## src/rtl/pwmg_pkg.sv

```systemverilog
package pwmg_pkg;

   typedef enum logic [1:0] {
      MD_TIMER   = 2'd0,
      MD_EVENT   = 2'd1,
      MD_ONESHOT = 2'd2,
      MD_PWM     = 2'd3
   } chan_mode_e;

   typedef struct packed {
      logic       cut_en;
      logic       trig_en;
      chan_mode_e mode;
   } chan_ctrl_t;

   localparam logic [1:0] ADR_HIGH = 2'd0;
   localparam logic [1:0] ADR_CTRL = 2'd1;
   localparam logic [1:0] ADR_RUN  = 2'd2;

   localparam int CTRL_BITS = $bits(chan_ctrl_t);

endpackage

```

## src/rtl/pwmg_regs.sv

```systemverilog
module pwmg_regs
   import pwmg_pkg::*;
#(
   parameter int W = 16
) (
   input  logic         clk,
   input  logic         rst_n,
   input  logic         wr_en,
   input  logic [1:0]   wr_addr,
   input  logic [W-1:0] wr_data,
   output logic [W-1:0] hi_shadow,
   output chan_ctrl_t   ctrl_q,
   output logic         run_q,
   output logic         run_set,
   output logic         run_clr,
   output logic         pwm_select
);

   logic       ctrl_wr;
   logic       ctrl_take;
   chan_ctrl_t ctrl_new;

   assign ctrl_wr   = wr_en && (wr_addr == ADR_CTRL);
   assign ctrl_take = ctrl_wr && !run_q;
   assign ctrl_new  = chan_ctrl_t'(wr_data[CTRL_BITS-1:0]);
   assign run_set   = wr_en && (wr_addr == ADR_RUN) &&  wr_data[0];
   assign run_clr   = wr_en && (wr_addr == ADR_RUN) && !wr_data[0];

   // entering pulse-width mode from timer or event counting raises a request
   assign pwm_select = ctrl_take && (ctrl_new.mode == MD_PWM) &&
                       ((ctrl_q.mode == MD_TIMER) || (ctrl_q.mode == MD_EVENT));

   always_ff @(posedge clk or negedge rst_n) begin
      if (!rst_n) begin
         hi_shadow <= '0;
         ctrl_q    <= '{cut_en: 1'b0, trig_en: 1'b0, mode: MD_TIMER};
         run_q     <= 1'b0;
      end else begin
         if (wr_en && (wr_addr == ADR_HIGH)) hi_shadow <= wr_data;
         if (ctrl_take)                      ctrl_q    <= ctrl_new;
         if (run_set)                        run_q     <= 1'b1;
         else if (run_clr)                   run_q     <= 1'b0;
      end
   end

   assert_ctrl_locked_R2: assert property (@(posedge clk) disable iff (!rst_n)
      (ctrl_wr && run_q) |=> $stable(ctrl_q));

endmodule

```

## src/rtl/pwmg_core.sv

```systemverilog
module pwmg_core #(
   parameter int W = 16
) (
   input  logic         clk,
   input  logic         rst_n,
   input  logic [W-1:0] hi_shadow,
   input  logic         is_pwm,
   input  logic         trig_en,
   input  logic         run_q,
   input  logic         run_set,
   input  logic         run_clr,
   input  logic         tick,
   input  logic         trig_in,
   output logic         out_q,
   output logic         active,
   output logic         fall
);

   localparam logic [W-1:0] LAST = {{(W-1){1'b1}}, 1'b0};

   logic [W-1:0] cnt_q, cnt_nx;
   logic [W-1:0] hi_cur, hi_nx;
   logic         act_nx, out_nx;
   logic         launch;
   logic         wrap;

   assign launch = !active && is_pwm &&
                   ((run_set && !trig_en) || (run_q && trig_en && trig_in));
   assign wrap   = active && tick && (cnt_q == LAST);

   always_comb begin
      cnt_nx = cnt_q;
      hi_nx  = hi_cur;
      act_nx = active;
      out_nx = out_q;
      if (run_clr) begin
         act_nx = 1'b0;
         cnt_nx = '0;
         out_nx = 1'b0;
      end else if (launch) begin
         act_nx = 1'b1;
         cnt_nx = '0;
         hi_nx  = hi_shadow;
         out_nx = (hi_shadow != '0);
      end else if (wrap) begin
         cnt_nx = '0;
         hi_nx  = hi_shadow;
         out_nx = (hi_shadow != '0);
      end else if (active && tick) begin
         cnt_nx = cnt_q + 1'b1;
         out_nx = (cnt_nx < hi_cur);
      end
   end

   assign fall = out_q && !out_nx;

   always_ff @(posedge clk or negedge rst_n) begin
      if (!rst_n) begin
         cnt_q  <= '0;
         hi_cur <= '0;
         active <= 1'b0;
         out_q  <= 1'b0;
      end else begin
         cnt_q  <= cnt_nx;
         hi_cur <= hi_nx;
         active <= act_nx;
         out_q  <= out_nx;
      end
   end

   assert_stop_drops_out_R9: assert property (@(posedge clk) disable iff (!rst_n)
      (run_clr && out_q) |=> !out_q);

   assert_zero_high_low_R8: assert property (@(posedge clk) disable iff (!rst_n)
      (hi_cur == '0) |-> !out_q);

   assert_out_needs_run_R4: assert property (@(posedge clk) disable iff (!rst_n)
      out_q |-> active);

   assert_high_held_in_period_R7: assert property (@(posedge clk) disable iff (!rst_n)
      (active && !wrap && !run_clr) |=> $stable(hi_cur));

endmodule

```

## src/rtl/pwmg_irq.sv

```systemverilog
module pwmg_irq (
   input  logic clk,
   input  logic rst_n,
   input  logic fall,
   input  logic pwm_select,
   input  logic irq_clr,
   output logic irq_q
);

   always_ff @(posedge clk or negedge rst_n) begin
      if (!rst_n)                  irq_q <= 1'b0;
      else if (fall || pwm_select) irq_q <= 1'b1;
      else if (irq_clr)            irq_q <= 1'b0;
   end

   assert_fall_sets_R6: assert property (@(posedge clk) disable iff (!rst_n)
      fall |=> irq_q);

   assert_select_sets_R3: assert property (@(posedge clk) disable iff (!rst_n)
      pwm_select |=> irq_q);

   assert_irq_holds_R10: assert property (@(posedge clk) disable iff (!rst_n)
      (!fall && !pwm_select && !irq_clr) |=> $stable(irq_q));

endmodule

```

## src/rtl/pwm_safe_stop_timer.sv

```systemverilog
module pwm_safe_stop_timer
   import pwmg_pkg::*;
#(
   parameter int CNT_W    = 16,
   parameter int CUT_SYNC = 0
) (
   input  logic             clk,
   input  logic             rst_n,
   input  logic             wr_en,
   input  logic [1:0]       wr_addr,
   input  logic [CNT_W-1:0] wr_data,
   input  logic             tick,
   input  logic             trig_in,
   input  logic             cut_n,
   input  logic             irq_clr,
   output logic             pwm_out,
   output logic             pwm_drive_en,
   output logic             irq
);

   generate
      if (CNT_W < CTRL_BITS || CNT_W > 32) begin : g_bad_width
         $error("CNT_W must lie between CTRL_BITS and 32");
      end
      if (CUT_SYNC != 0 && CUT_SYNC != 1) begin : g_bad_sync
         $error("CUT_SYNC must be 0 or 1");
      end
   endgenerate

   logic [CNT_W-1:0] hi_shadow;
   chan_ctrl_t       ctrl_q;
   logic             run_q, run_set, run_clr, pwm_select;
   logic             active, fall;
   logic             cut_seen;

   pwmg_regs #(.W(CNT_W)) u_regs (
      .clk        (clk),
      .rst_n      (rst_n),
      .wr_en      (wr_en),
      .wr_addr    (wr_addr),
      .wr_data    (wr_data),
      .hi_shadow  (hi_shadow),
      .ctrl_q     (ctrl_q),
      .run_q      (run_q),
      .run_set    (run_set),
      .run_clr    (run_clr),
      .pwm_select (pwm_select)
   );

   pwmg_core #(.W(CNT_W)) u_core (
      .clk       (clk),
      .rst_n     (rst_n),
      .hi_shadow (hi_shadow),
      .is_pwm    (ctrl_q.mode == MD_PWM),
      .trig_en   (ctrl_q.trig_en),
      .run_q     (run_q),
      .run_set   (run_set),
      .run_clr   (run_clr),
      .tick      (tick),
      .trig_in   (trig_in),
      .out_q     (pwm_out),
      .active    (active),
      .fall      (fall)
   );

   pwmg_irq u_irq (
      .clk        (clk),
      .rst_n      (rst_n),
      .fall       (fall),
      .pwm_select (pwm_select),
      .irq_clr    (irq_clr),
      .irq_q      (irq)
   );

   generate
      if (CUT_SYNC == 1) begin : g_cut_sync
         logic [1:0] cut_ff;
         always_ff @(posedge clk or negedge rst_n) begin
            if (!rst_n) cut_ff <= 2'b11;
            else        cut_ff <= {cut_ff[0], cut_n};
         end
         assign cut_seen = !cut_ff[1];
      end else begin : g_cut_direct
         assign cut_seen = !cut_n;
      end
   endgenerate

   assign pwm_drive_en = !(ctrl_q.cut_en && cut_seen);

endmodule

```

## config.mk

```make
export PLATFORM = sky130hd
export DESIGN_NAME = pwm_safe_stop_timer
export DESIGN_NICKNAME = d
export VERILOG_FILES = /design/src/rtl/pwmg_pkg.sv /design/src/rtl/pwmg_regs.sv /design/src/rtl/pwmg_core.sv /design/src/rtl/pwmg_irq.sv /design/src/rtl/pwm_safe_stop_timer.sv
export SDC_FILE = /design/constraint.sdc
export NUM_CORES = 1
export LEC_CHECK = 0
export ABC_CLOCK_PERIOD_IN_PS = 2900
export BUFFER_PORTS_ARGS = -buffer_cell sky130_fd_sc_hd__buf_2
export CAP_MARGIN = 20
export CORE_MARGIN = 1
export CORE_UTILIZATION = 60
export CTS_BUF_LIST = sky130_fd_sc_hd__clkbuf_4 sky130_fd_sc_hd__clkbuf_8
export DETAILED_ROUTE_END_ITERATION = 8
export PLACE_DENSITY = 0.8
export SLEW_MARGIN = 10
export SYNTH_ARGS = -nofsm -noshare
export SYNTH_HDL_FRONTEND = slang
export SYNTH_SLANG_ARGS = --single-unit
```

## constraint.sdc

```tcl
create_clock -name clk -period 2.9 [get_ports clk]
set_input_delay 0.58 -clock clk [delete_from_list [all_inputs] [get_ports clk]]
set_output_delay 0.58 -clock clk [all_outputs]
set_load 0.03 [all_outputs]
```

[Yosys cells after proc, flatten, opt, wreduce, memory -nomap -nowiden]
Cells that the tools add are included.
Operators by class
  add/sub/neg operators: 1
  $lt $le $gt $ge: 1
  equal/unequal tests: 6
  multiplexer cells: 16
  bitwise logic cells: 1
  reduce and logical (&&, ||, !) cells: 36
Operators by type and width (count)
  16-bit two-way mux: 6
  1-bit logical AND: 17
  16-bit by 1-bit adder with 16-bit output, second input constant: 1
  16-bit equality test, second input constant: 1
  16-bit < comparator: 1
  16-bit nonzero test: 1
  1-bit two-way mux: 10
  2-bit nonzero test: 4
  1-bit zero test: 7
  2-bit equality test, second input constant: 3
  2-bit by 1-bit equality test with 1-bit output, second input constant: 2
  2-bit zero test: 2
  4-bit nonzero test: 1
  1-bit logical OR: 3
  2-bit AND reduction: 1
  1-bit NOT: 1
Storage, ports and cells
  bits in registers: 56
  bits of input ports: 25
  output and inout bits: 3
  word-level logic and storage cells: 71

[Logic depth before layout (Yosys ltp)]
Gate-level depths: netlist of the first run.
  depth after elaboration: 12
  gate-level depth with buffers: 11
  depth with buffers taken out: 11

[By module]
A second synthesis of the first run with hierarchy kept.
Second synthesis, totals
  cells, all modules: 260
  area, all modules: 3045.4 sq um
Modules (own cells, without submodules)
  pwmg_core: times used 1, cells an instance 205, area an instance 2163.3 sq um, sequential area each 850.8 sq um
  pwmg_regs: times used 1, cells an instance 49, area an instance 832.0 sq um, sequential area each 525.5 sq um
  pwmg_irq: times used 1, cells an instance 4, area an instance 37.5 sq um, sequential area each 25.0 sq um
  pwm_safe_stop_timer: times used 1, cells an instance 2, area an instance 12.5 sq um, sequential area each 0.0 sq um

[Worst setup path before layout of the first run]
OpenSTA, ideal clock, no wires.
  path type: reg-to-reg
  start: register u_core.cnt_q[0]
  end: register u_core.out_q
  setup time: 0.126 ns
  data arrival time: 2.354 ns
  data required time: 2.774 ns
  setup slack: 0.420 ns
  cell stages (with the launch flop): 10
  path buffers: 0
  clock period less this slack: 2.480 ns
  cell sequence: dfrtp_1 ha_1 nand3_1 nor3_1 nand2_1 xnor2_1 ha_1 nand4_1 o311a_1 o311a_1
Between the ends
  cells in the longest elaborated chain, start to end: 6
  elaborated cells between the ends (all ways): 8
  classes of those cells: 1 x add/sub; 1 x order compare; 1 x eq/ne; 4 x mux; 1 x reduce/logical
RTL lines
  from (decl): line pwmg_core.sv:21  | logic [W-1:0] cnt_q, cnt_nx;
  from (signal assigned): line pwmg_core.sv:64  | cnt_q <= cnt_nx;
  16-bit by 1-bit adder with 16-bit output: line pwmg_core.sv:50  | cnt_nx = cnt_q + 1'b1;
  16-bit < comparator: line pwmg_core.sv:51  | out_nx = (cnt_nx < hi_cur);
  1-bit two-way mux: line pwmg_core.sv:49  | end else if (active && tick) begin
  1-bit two-way mux (*): line pwmg_core.sv:45  | end else if (wrap) begin
  1-bit two-way mux (*): line pwmg_core.sv:40  | end else if (launch) begin
  1-bit two-way mux (*): line pwmg_core.sv:36  | if (run_clr) begin
  via u_core.out_nx: line pwmg_core.sv:23  | logic act_nx, out_nx;
  to (signal assigned): line pwmg_core.sv:67  | out_q <= out_nx;
  to (decl): line pwmg_core.sv:14  | output logic out_q,
The timed path passes the listed nets; every way through them passes the cells marked *.
A chain may end at the register's enable or synchronous reset.

[Worst setup path after layout of the first run]
Ends and elaborated chain as after synthesis.

==> metrics.md, run 1 <==
| Metric | Value |
|---|---|
| Row count | 25 |
| Reg2Reg Setup Slack | 0.21 ns |
| Final period util | 92.7% |
| Post-CTS setup buffers | 0 |
| Final Hold Fails | 0 |
| Inst Count DP | 352 |
| TritonCTS buffer count | 5 |
| Syn_nets | about 300 |
| Cells on worst reg2reg path | 9 |
| CORE AREA | 4820 um2 |
| Top FF cell, synth | dfrtp_1 |
| Gp weighted congestion | 0.847 |
| Port buffer count | 27 |
| Max-slew violation count | 0 |
| Worst-skew pair later-pin latency | 0.31 ns |
| Layout Nets | 334 |
| Post-synth ARST share | 100% |
| Seq cells post-synth | 56 |
| Largest net degree at the start of global routing | 24 |
| Post-synth top cells | 56 x dfrtp_1, 27 x mux2_2, 20 x inv_1 |
| Die area | 5390 um2 |
| Worst Path Class, Setup | reg2reg |
| Tot GR Track Use | 25.8% |
| Min Clock Period, post-route | 2.69 ns |
| CTS Sinks | 56 |
| Relative slew slack | 55.3% |
| Routed vias/inst | 5.81 |
| Remaining DRCs | 0 |
| Top-count cell post-synth | dfrtp_1 |
| Hold Crit Class | in2async |
| Required @ worst endpoint | 3.11 ns |
| GRT Residual Overflow | 0 |
| CTS Buffer Depth | 2 |
| Worst-path fanout max | 7 |
| Initial Util | 63.5% |
| Post-detail-place hpwl | 4570 um |
| Layout Skew | 0.0108 ns |
| PwrDens | 691 nW/um2 |
| Initial antenna violation count | 0 |
| # Max-Cap Violations | 0 |
| Yosys top cell area share | 45.8% |
| Htree depth | 2 |
| Final setup vio count | 0 |
| Status | finished, final reports clean |
| Crit-path cells | ha_1, nand3_1, nor3_2, nand2_1, xnor2_1, ha_1, nand4_1, o311a_1, o311a_1 |
| Post-Syn Area | 3060 um2 |
| CP max stage cell | dfrtp_1 |
| R2R Path Start | u_core.cnt_q[0]$_DFFE_PN0P_ |
| Antenna diode count | 0 |
| Wirelength, routed | 5940 um |
| Die Y | 73.4 um |
| Max VDD drop | approximately 500 uV |
| Fmax | 372 MHz |
| Worst setup EP type | flop |
| Synth top area cells | dfrtp_1 46%, mux2_2 9.9%, ha_1 7.0%, mux2_4 4.9%, a22o_1 2.9% |
| Startpoint types | flop |
| First-pass DRT Iterations | 4 |
| Fraction of layout cells with a size suffix above 1 | 31.1% |
| R2r endpoint | u_core.out_q$_DFF_PN0_ |
| # IOs | 28 |
| Drt wl/cell | 16.5 um |
| Final ANT Viol Nets | 0 |
| Syn Inst Count | about 260 |
| Root Buffer Master | clkbuf_8 |
| Layout area overhead | 11.4% |
| Fillers | 364 |
| Slowest cell delay on critical path | 0.46 ns |
| Die W | ~73 um |
| Clk pin slew, worst setup/hold paths | approximately 0.10 ns |
| Sequential share of the synthesized area | 45.8% |
| Total number of yosys warnings | 0 |
| Worst-margin pin slew | roughly 0.67 ns |
| Netlist cell types | 51 |
| Syn avg cell area | 11.9 um2 |
| Fin Setup TNS | 0 ns |
| Via count | 2091 |
| Non-filler instance count after layout | 360 |
| Post-synth top area cell | dfrtp_1 |
| Pleak | 1.67 nW |
| Vias in the first global route | ~2100 |
| CTS tree | yes |
| Starting DRT DRC Count | 98 |
| Global-route wire length before repair | roughly 10000 um |
| Crit path DAT | 2.89 ns |
| EDFF count, synth | 0 |
| RSZ-0062 raised after global routing | false |
logic make-up after synthesis:
| logic type | Yosys count | synth area share [%] |
|---|---|---|
| AND/OR/NAND/NOR | 65 | 13.7 |
| adder cells (fa/ha/maj) | 17 | 6.96 |
| AO/OA/AOI/OAI | 44 | 11.4 |
| flip-flops | 56 | 45.8 |
| buffers and inverters | 24 | 3.23 |
| XOR/XNOR | 14 | 4.01 |
| multiplexers | 37 | 14.9 |
critical path, delay by kind of cell (launching register included):
kind	cells	cell delay, ns
AOI/OAI and AO/OA	2	0.74
DFF	1	0.46
adders and majority gates	2	0.53
and+or+nand+nor	4	0.71
xor gates and xnor gates	1	0.15
metal layers:
layer / global-route usage (%) / share of wire [%] / vias to the layer above
met5: 0 / 0 / -
met4: 9.83 / 2.9 / 0
met3: 4.80 / 2.8 / 11
met1: 34.4 / 47 / 1033
li1: - / - / 1010
met2: 42.1 / 47 / 37
per-stage QoR:
stage                     power (W)  area [um2]  hold slack [ns]  util, %  setup WS, ns
final                       0.00235        3410            0.226     70.7         0.212
after global routing        0.00251        3410            0.259     70.7       0.00524
after floorplan             0.00162        3060            0.284        -         0.420
after detailed placement    0.00185        3290            0.494     68.3         0.139
after CTS                   0.00237        3400            0.232     70.6         0.135
after global placement      0.00180        3290            0.488     68.3         0.307
state kept, by name, indices dropped and copies added (netlist names):
| register | count |
|---|---|
| u_core.active | 1 |
| u_core.cnt_q | 16 |
| u_core.hi_cur | 16 |
| u_core.out_q | 1 |
| u_irq.irq_q | 1 |
| u_regs.ctrl_q | 4 |
| u_regs.hi_shadow | 16 |
| u_regs.run_q | 1 |
worst max path at each step:
| stage | from | endpoint | cells past startpoint |
|---|---|---|---|
| 6_report | u_core.cnt_q[0]$_DFFE_PN0P_ | u_core.out_q$_DFF_PN0_ | 9 |
| 5_1_grt | u_core.cnt_q[0]$_DFFE_PN0P_ | u_core.out_q$_DFF_PN0_ | 9 |
| 4_1_cts | u_core.cnt_q[0]$_DFFE_PN0P_ | u_core.out_q$_DFF_PN0_ | 9 |
| 3_5_place_dp | u_core.cnt_q[0]$_DFFE_PN0P_ | u_core.out_q$_DFF_PN0_ | 9 |
| 3_3_place_gp | u_core.cnt_q[0]$_DFFE_PN0P_ | u_core.out_q$_DFF_PN0_ | 9 |
| 2_1_floorplan | u_core.cnt_q[0]$_DFFE_PN0P_ | u_core.out_q$_DFF_PN0_ | 9 |
layout by cell type, fill, tap and decap left out, types with 2 or more instances in the layout:
| cell | synthesis | final |
|---|---|---|
| mux2_2 | 27 | 27 |
| xnor2_1 | 6 | 6 |
| a211oi_1 | 2 | 2 |
| a21o_1 | 3 | 3 |
| buf_2 | 1 | 27 |
| and4_1 | 2 | 2 |
| nor4_1 | 6 | 6 |
| o21bai_1 | 2 | 2 |
| nand2b_1 | 4 | 4 |
| clkbuf_8 | 0 | 5 |
| buf_4 | 0 | 5 |
| and2_1 | 4 | 4 |
| inv_1 | 20 | 20 |
| nand4_1 | 6 | 6 |
| xor2_1 | 8 | 8 |
| nor2_1 | 7 | 7 |
| ha_1 | 17 | 17 |
| a21oi_1 | 7 | 7 |
| or2_2 | 2 | 2 |
| dfrtp_1 | 56 | 56 |
| nand3_1 | 6 | 6 |
| o211ai_1 | 3 | 3 |
| and3_1 | 3 | 3 |
| o311a_1 | 2 | 2 |
| mux2_4 | 10 | 10 |
| a22o_1 | 10 | 10 |
| nand2_1 | 11 | 11 |
| o21ai_0 | 5 | 5 |
layout make-up:
type                            count  area [um2]  area share (%)
Sequential cell                    56        1400            41.1
Clock inverter                      2        35.0            1.03
Inverter                           20        75.1            2.20
Tap cell                           67        83.8            2.46
Timing Repair Buffer               32         173            5.07
Multi-Input combinational cell    177        1560            45.9
Clock buffer                        6        76.3            2.24
power breakdown:
part	switching (W)	internal, W	total (W)
Clock	0.000245	0.000266	0.000511
Combinational	0.000357	0.000358	0.000714
Sequential	0.000155	0.000973	0.00113
repair_timing:
item / 4_1_cts / 5_1_grt
hold buffers: 0 / 0
setup endpoints to repair: 0 / 2
resized for setup: 0 / 1
No activity file was read; power rests on OpenSTA's default activity.
==> run 2: changes to the inputs <==
--- a/config.mk
+++ b/config.mk
@@ -9,10 +9,10 @@
 export BUFFER_PORTS_ARGS = -buffer_cell sky130_fd_sc_hd__buf_2
 export CAP_MARGIN = 20
 export CORE_MARGIN = 1
-export CORE_UTILIZATION = 60
-export CTS_BUF_LIST = sky130_fd_sc_hd__clkbuf_4 sky130_fd_sc_hd__clkbuf_8
+export CORE_UTILIZATION = 59
+export CTS_BUF_LIST = sky130_fd_sc_hd__clkbuf_16
 export DETAILED_ROUTE_END_ITERATION = 8
-export PLACE_DENSITY = 0.8
+export PLACE_DENSITY = 0.79
 export SLEW_MARGIN = 10
 export SYNTH_ARGS = -nofsm -noshare
 export SYNTH_HDL_FRONTEND = slang
==> run 2 against run 1 <==
Effect of this change: clock skew decreased by 0.0069 ns; combinational power shrank 2.9%; count of clock-buffer cells in the layout decreased by 1; setup slack lost 0.013 ns; hold slack better by 0.19 ns; first-iteration DRC count shrank 36%; clock power is 14% higher; highest routed layer unchanged.
==> metrics.md, run 2 (synthesized netlist as in run 1, its figures left out) <==
| Metric | Value |
|---|---|
| Most common cell after layout, fill and taps aside | dfrtp_1 |
| Sw Share | 31.6% |
| Fin Setup TNS | 0 ns |
| Final Hold Fails | 0 |
| Tot GR Track Use | 23.2% |
| Slowest cell delay on critical path | 0.46 ns |
| GRT Residual Overflow | 0 |
| Clk pin slew, worst setup/hold paths | approximately 0.070 ns |
| Final setup vio count | 0 |
| Cts hold-fix bufs | 0 |
| Worst setup EP type | flop |
| Initial Util | 63.1% |
| Layout area overhead | 12.3% |
| Fraction of layout cells with a size suffix above 1 | 30.8% |
| Psw | 0.000762 W |
| TritonCTS buffer count | 5 |
| Initial antenna violation count | 0 |
| Clock network fraction of total power | 24.2% |
| Htree depth | 2 |
| # Max-Cap Violations | 0 |
| Cells on worst reg2reg path | 10 |
| Starting DRT DRC Count | 63 |
| Port buffer count | 27 |
| Fmax | 370 MHz |
| Commonest cells after routing, fill and taps aside | 55 x dfrtp_1, 27 x mux2_2, 27 x buf_2 |
| CTS tree | yes |
| Final period util | 93.1% |
| Resized Gates After CTS | 0 |
| Via count | 2068 |
| Top flop regs | u_core.cnt_q x16, u_core.hi_cur x16, u_regs.hi_shadow x16 |
| CTS Buffer Depth | 2 |
| Worst-path fanout max | 6 |
| Post-CTS setup buffers | 0 |
| Startpoint types | flop |
| Logic gate share of total power | 28.8% |
| CTS Sinks | 56 |
| Die W | 74.0 um |
| PwrDens | 701 nW/um2 |
| Required @ worst endpoint | ~3.1 ns |
| Die Y | 74.0 um |
| CP max stage cell | dfrtp_1 |
| Post-detail-place hpwl | 4220 um |
| Crit-path cells | nand4_1, nor3_1, and4_1, xor2_1, ha_1, a21o_1, a21o_1, a211oi_1, o311a_1, o311a_1 |
| Pleak | 1.67 nW |
| Gp weighted congestion | 0.892 |
| Relative slew slack | 53.6% |
| Wirelength, routed | between 5000 and 6000 um |
| Row count | 25 |
| Crit path DAT | 2.93 ns |
| Min Clock Period, post-route | 2.70 ns |
| Worst Path Class, Setup | reg2reg |
| Worst-skew pair later-pin latency | 0.29 ns |
| Max-slew violation count | 0 |
| Worst-margin pin slew | 0.696 ns |
| Hold_ws | 0.415 ns |
| Global-route wire length before repair | 9330 um |
| Layout Skew | about 0.004 ns |
| Remaining DRCs | 0 |
| Max VDD drop | between 400 and 500 uV |
| CORE AREA | slightly below 5000 um2 |
| Antenna diode count | 0 |
| Part of the power in registers | between 40% and 50% |
| Largest net degree at the start of global routing | 57 |
| # IOs | 28 |
| Die area | about 5500 um2 |
| Drt wl/cell | 15.6 um |
| Final ANT Viol Nets | 0 |
| First-pass DRT Iterations | 4 |
| Root Buffer Master | clkbuf_16 |
| Hold Crit Class | in2async |
| Internal power | approximately 0.0016 W |
| RSZ-0062 raised after global routing | false |
| Status | finished, final reports clean |
| Layout Nets | 333 |
| Vias in the first global route | 1934 |
| Routed vias/inst | between 5 and 6 |
## run 2: cell count changes in the layout (fill, tap and decap cells not counted), sizes merged
cell	delta
bufinv	-1
clkbuf	-1
buf	-1
clkinvlp	+2
## run 2: power by group through the flow
stage                     clock, W  combinational (W)  sequential (W)
final                     0.000583           0.000693         0.00113
after global routing      0.000634           0.000772         0.00116
after CTS                 0.000597           0.000699         0.00113
after detailed placement         0           0.000690         0.00114
after global placement           0           0.000670         0.00113
after floorplan                  0           0.000512         0.00111
## run 2: final timing paths
path,slack (ns),start,to
worst max register to register,0.20,u_core.cnt_q[2]$_DFFE_PN0P_,u_core.out_q$_DFF_PN0_
max in group asynchronous,1.97,rst_n,u_core.cnt_q[0]$_DFFE_PN0P_
worst min-delay path,0.42,rst_n,u_core.out_q$_DFF_PN0_
worst min register to register,0.51,u_core.hi_cur[2]$_DFFE_PN0P_,u_core.hi_cur[2]$_DFFE_PN0P_
worst max-delay path,0.20,u_core.cnt_q[2]$_DFFE_PN0P_,u_core.out_q$_DFF_PN0_
min in group clk,0.51,u_core.hi_cur[2]$_DFFE_PN0P_,u_core.hi_cur[2]$_DFFE_PN0P_
## run 2: layer usage
metal | vias up | part of all wire [%] | GRT usage (%)
met1 | 1000 | 48 | 32.5
met5 | - | 0 | 0
met4 | 0 | 2.2 | 9.19
met3 | 13 | 3.5 | 4.34
met2 | 42 | 46 | 36.0
li1 | 1013 | - | -
## run 2: through the flow
step	cell area, um2	total power [W]	std cells	util (%)	setup slack [ns]
after floorplan	3060	0.00162	257	-	0.420
after global placement	3280	0.00180	351	67.7	0.310
after detailed placement	3280	0.00183	351	67.7	0.124
after CTS	3430	0.00242	359	70.7	0.0763
after global routing	3430	0.00256	359	70.8	0.0315
final	3430	0.00241	359	70.8	0.199
## run 2: layout make-up
class,count,area (um2)
inverter,20,75.1
fill,349,1420
timing repair buffer,31,165
sequential,56,1400
tap,67,83.8
clock buffer,5,125
clock inverter,3,18.8
multi-input combinational,177,1560
## run 2: worst max-delay path, delay by kind of cell, from the launching register on
kind                     cells  cell delay (ns)
AO/OA/AOI/OAI                5             0.99
AND/OR/NAND/NOR              3             0.77
flip-flops                   1             0.46
adder cells (fa/ha/maj)      1             0.26
XOR/XNOR                     1             0.16
==> run 3: changes to the inputs <==
--- a/config.mk
+++ b/config.mk
@@ -5,10 +5,11 @@
 export SDC_FILE = /design/constraint.sdc
 export NUM_CORES = 1
 export LEC_CHECK = 0
+export ABC_AREA = 1
 export ABC_CLOCK_PERIOD_IN_PS = 2900
 export BUFFER_PORTS_ARGS = -buffer_cell sky130_fd_sc_hd__buf_2
 export CAP_MARGIN = 20
-export CORE_MARGIN = 1
+export CORE_MARGIN = 4
 export CORE_UTILIZATION = 59
 export CTS_BUF_LIST = sky130_fd_sc_hd__clkbuf_16
 export DETAILED_ROUTE_END_ITERATION = 8
==> run 3 against run 2 <==
Effect of this change: via count rose by 14%; power is 8.7% higher; highest routed layer unchanged; clock power grew 3%; maximum frequency up 7.5%; sequential share of layout area is 0.16 points higher; critical path depth is 8 higher; synthesized cell count is 40% higher; sequential power hardly changed; setup slack gained 0.19 ns.
==> metrics.md, run 3 <==
| Metric | Value |
|---|---|
| Status | finished, final reports clean |
| TritonCTS buffer count | 5 |
| Starting DRT DRC Count | 94 |
| R2r endpoint | u_irq.irq_q$_DFFE_PN0P_ |
| Netlist cell types | 31 |
| Sequential share of the synthesized area | a little under half |
| CORE AREA | a little under 5000 um2 |
| Root Buffer Master | clkbuf_16 |
| EDFF count, synth | 0 |
| Hold Crit Class | in2async |
| Sw Share | 36.6% |
| Post-Syn Area | 3070 um2 |
| Post-synth top area cell | dfrtp_1 |
| Post-detail-place hpwl | 4640 um |
| Min Clock Period, post-route | 2.51 ns |
| Vias in the first global route | 2275 |
| Cts hold-fix bufs | 0 |
| Seq cells post-synth | 56 |
| Top FF cell, synth | dfrtp_1 |
| Internal power | ~0.0017 W |
| Clock network fraction of total power | a little under a quarter |
| Logic gate share of total power | 33.1% |
| CTS tree | yes |
| Worst-margin pin slew | slightly above 0.7 ns |
| Final ANT Viol Nets | 0 |
| Pleak | roughly 1.8 nW |
| Initial antenna violation count | 0 |
| Drt wl/cell | 13.1 um |
| Via count | 2359 |
| Layout area overhead | 11.4% |
| Relative slew slack | 51.5% |
| Clk pin slew, worst setup/hold paths | 0.07 ns |
| GRT Residual Overflow | 0 |
| Post-synth top cells | 78 x nand2_1, 70 x inv_1, 56 x dfrtp_1 |
| Total number of yosys warnings | 0 |
| PwrDens | 766 nW/um2 |
| Worst setup EP type | flop |
| Final Hold Fails | 0 |
| Global-route wire length before repair | 10500 um |
| Post-CTS setup buffers | 0 |
| Reg2Reg Setup Slack | 0.39 ns |
| Port buffer count | 27 |
| Final period util | 86.6% |
| Max-slew violation count | 0 |
| Top-count cell post-synth | nand2_1 |
| Cells on worst reg2reg path | 18 |
| Remaining DRCs | 0 |
| Syn avg cell area | 8.52 um2 |
| Crit path DAT | roughly 2.7 ns |
| CTS Sinks | between 50 and 60 |
| Max VDD drop | 395 uV |
| Top flop regs | u_core.cnt_q x16, u_core.hi_cur x16, u_regs.hi_shadow x16 |
| Tot GR Track Use | 20.9% |
| Syn_nets | roughly 400 |
| Most common cell after layout, fill and taps aside | nand2_1 |
| R2R Path Start | u_core.cnt_q[1]$_DFFE_PN0P_ |
| Row count | 25 |
| Placed inst area | 3270 um2 |
| Post-synth ARST share | 100% |
| First-pass DRT Iterations | 4 |
| Syn Inst Count | 360 |
| Die W | 80.1 um |
| Worst-path fanout max | 4 |
| Antenna diode count | 0 |
| Part of the power in registers | 43.9% |
| Final Instance Area | 3420 um2 |
| CTS Buffer Depth | 2 |
| Layout Nets | 434 |
| RSZ-0062 raised after global routing | false |
| Fin Setup TNS | 0 ns |
| Die Y | 80.1 um |
| Fillers | 395 |
| Startpoint types | flop |
| Final setup vio count | 0 |
| Worst-skew pair later-pin latency | 0.29 ns |
| Commonest cells after routing, fill and taps aside | 78 x nand2_1, 70 x inv_1, 56 x dfrtp_1 |
| Layout Skew | 0.00539 ns |
| Largest net degree at the start of global routing | 33 |
| Routed vias/inst | 5.13 |
| # Max-Cap Violations | 0 |
| Worst Path Class, Setup | reg2reg |
| Fraction of layout cells with a size suffix above 1 | a little under a fifth |
| Fmax | 398 MHz |
| Synth top area cells | dfrtp_1 46%, nand2_1 9.5%, inv_1 8.6%, ha_1 6.9%, o21ai_0 3.4% |
| Initial Util | 62.9% |
| Gp weighted congestion | 0.912 |
| Required @ worst endpoint | 3.13 ns |
| Psw | 0.000958 W |
| Yosys top cell area share | between 40% and 50% |
| Htree depth | 2 |
| # IOs | 28 |
| Die area | between 6000 and 7000 um2 |
| Wirelength, routed | 6040 um |
[run 3: worst max-delay path, stage by stage, from the launching register on]
cell     delay (ns)
dfrtp_1        0.41
ha_1           0.21
inv_1          0.06
nor2_2         0.21
nand4_1        0.16
nor2_1         0.16
xor2_1         0.21
inv_1          0.07
ha_1           0.27
nand2_1        0.05
inv_1          0.06
nand3_1        0.10
a21oi_1        0.16
nor2_1         0.05
nand2_1        0.07
nand2_1        0.05
nand2_1        0.07
nand2_1        0.05
nand2_1        0.05
[run 3: what timing repair did]
item,CTS,global route
endpoints found under the hold margin,0,0
setup endpoints to repair,0,1
resized for setup,0,1
[run 3: layout make-up]
| class | count | area [um2] | area share, % |
|---|---|---|---|
| Sequential cell | 56 | 1400 | 41.0 |
| Multi-Input combinational cell | 228 | 1360 | 39.8 |
| Inverter | 71 | 267 | 7.80 |
| Timing Repair Buffer | 30 | 158 | 4.61 |
| Clock buffer | 5 | 125 | 3.66 |
| Tap cell | 67 | 83.8 | 2.45 |
| Clock inverter | 3 | 21.3 | 0.622 |
[run 3: cells by family (layout without fill, tap and decap cells)]
family | Yosys count | in the layout | share of synthesized area (%)
AND/OR/NAND/NOR | 136 | 136 | 19.8
buffers and inverters | 76 | 109 | 10.0
AO/OA/AOI/OAI | 59 | 59 | 12.2
flip-flops | 56 | 56 | 45.7
adder cells (fa/ha/maj) | 17 | 17 | 6.93
XOR/XNOR | 10 | 10 | 3.10
multiplexers | 6 | 6 | 2.20
[run 3: worst max-delay path by stage]
| stage | from | cells past startpoint | endpoint | slack (ns) |
|---|---|---|---|---|
| global route | u_core.cnt_q[0]$_DFFE_PN0P_ | 18 | u_irq.irq_q$_DFFE_PN0P_ | 0.06 |
| global placement | u_core.cnt_q[0]$_DFFE_PN0P_ | 18 | u_irq.irq_q$_DFFE_PN0P_ | 0.45 |
| finish | u_core.cnt_q[1]$_DFFE_PN0P_ | 18 | u_irq.irq_q$_DFFE_PN0P_ | 0.39 |
| floorplan | u_core.cnt_q[1]$_DFFE_PN0P_ | 18 | u_irq.irq_q$_DFFE_PN0P_ | 0.69 |
| detailed placement | u_core.cnt_q[1]$_DFFE_PN0P_ | 18 | u_irq.irq_q$_DFFE_PN0P_ | 0.35 |
| CTS | u_core.cnt_q[0]$_DFFE_PN0P_ | 18 | u_irq.irq_q$_DFFE_PN0P_ | 0.32 |
[run 3: power by group through the flow]
stage / Sequential (W) / Combinational, W / Clock [W]
floorplan: 0.00115 / 0.000620 / 0
global placement: 0.00115 / 0.000817 / 0
detailed placement: 0.00116 / 0.000859 / 0
CTS: 0.00115 / 0.000874 / 0.000613
global route: 0.00117 / 0.00101 / 0.000645
finish: 0.00115 / 0.000866 / 0.000601
[run 3: through the flow]
stage	hold WS (ns)	util [%]	cells	setup slack, ns	total power [W]
finish	0.336	70.0	460	0.389	0.00262
global placement	0.467	67.0	452	0.454	0.00196
floorplan	0.284	-	360	0.688	0.00177
global route	0.384	70.0	460	0.0559	0.00283
CTS	0.356	70.0	460	0.324	0.00263
detailed placement	0.471	67.0	452	0.347	0.00202
[run 3: routing by layer]
layer	vias up	GRT usage, %	routed length (um)
li1	1193	-	-
met1	1114	28.4	2820
met2	43	34.0	2870
met3	9	3.92	256
met4	0	6.25	89
met5	-	0	0
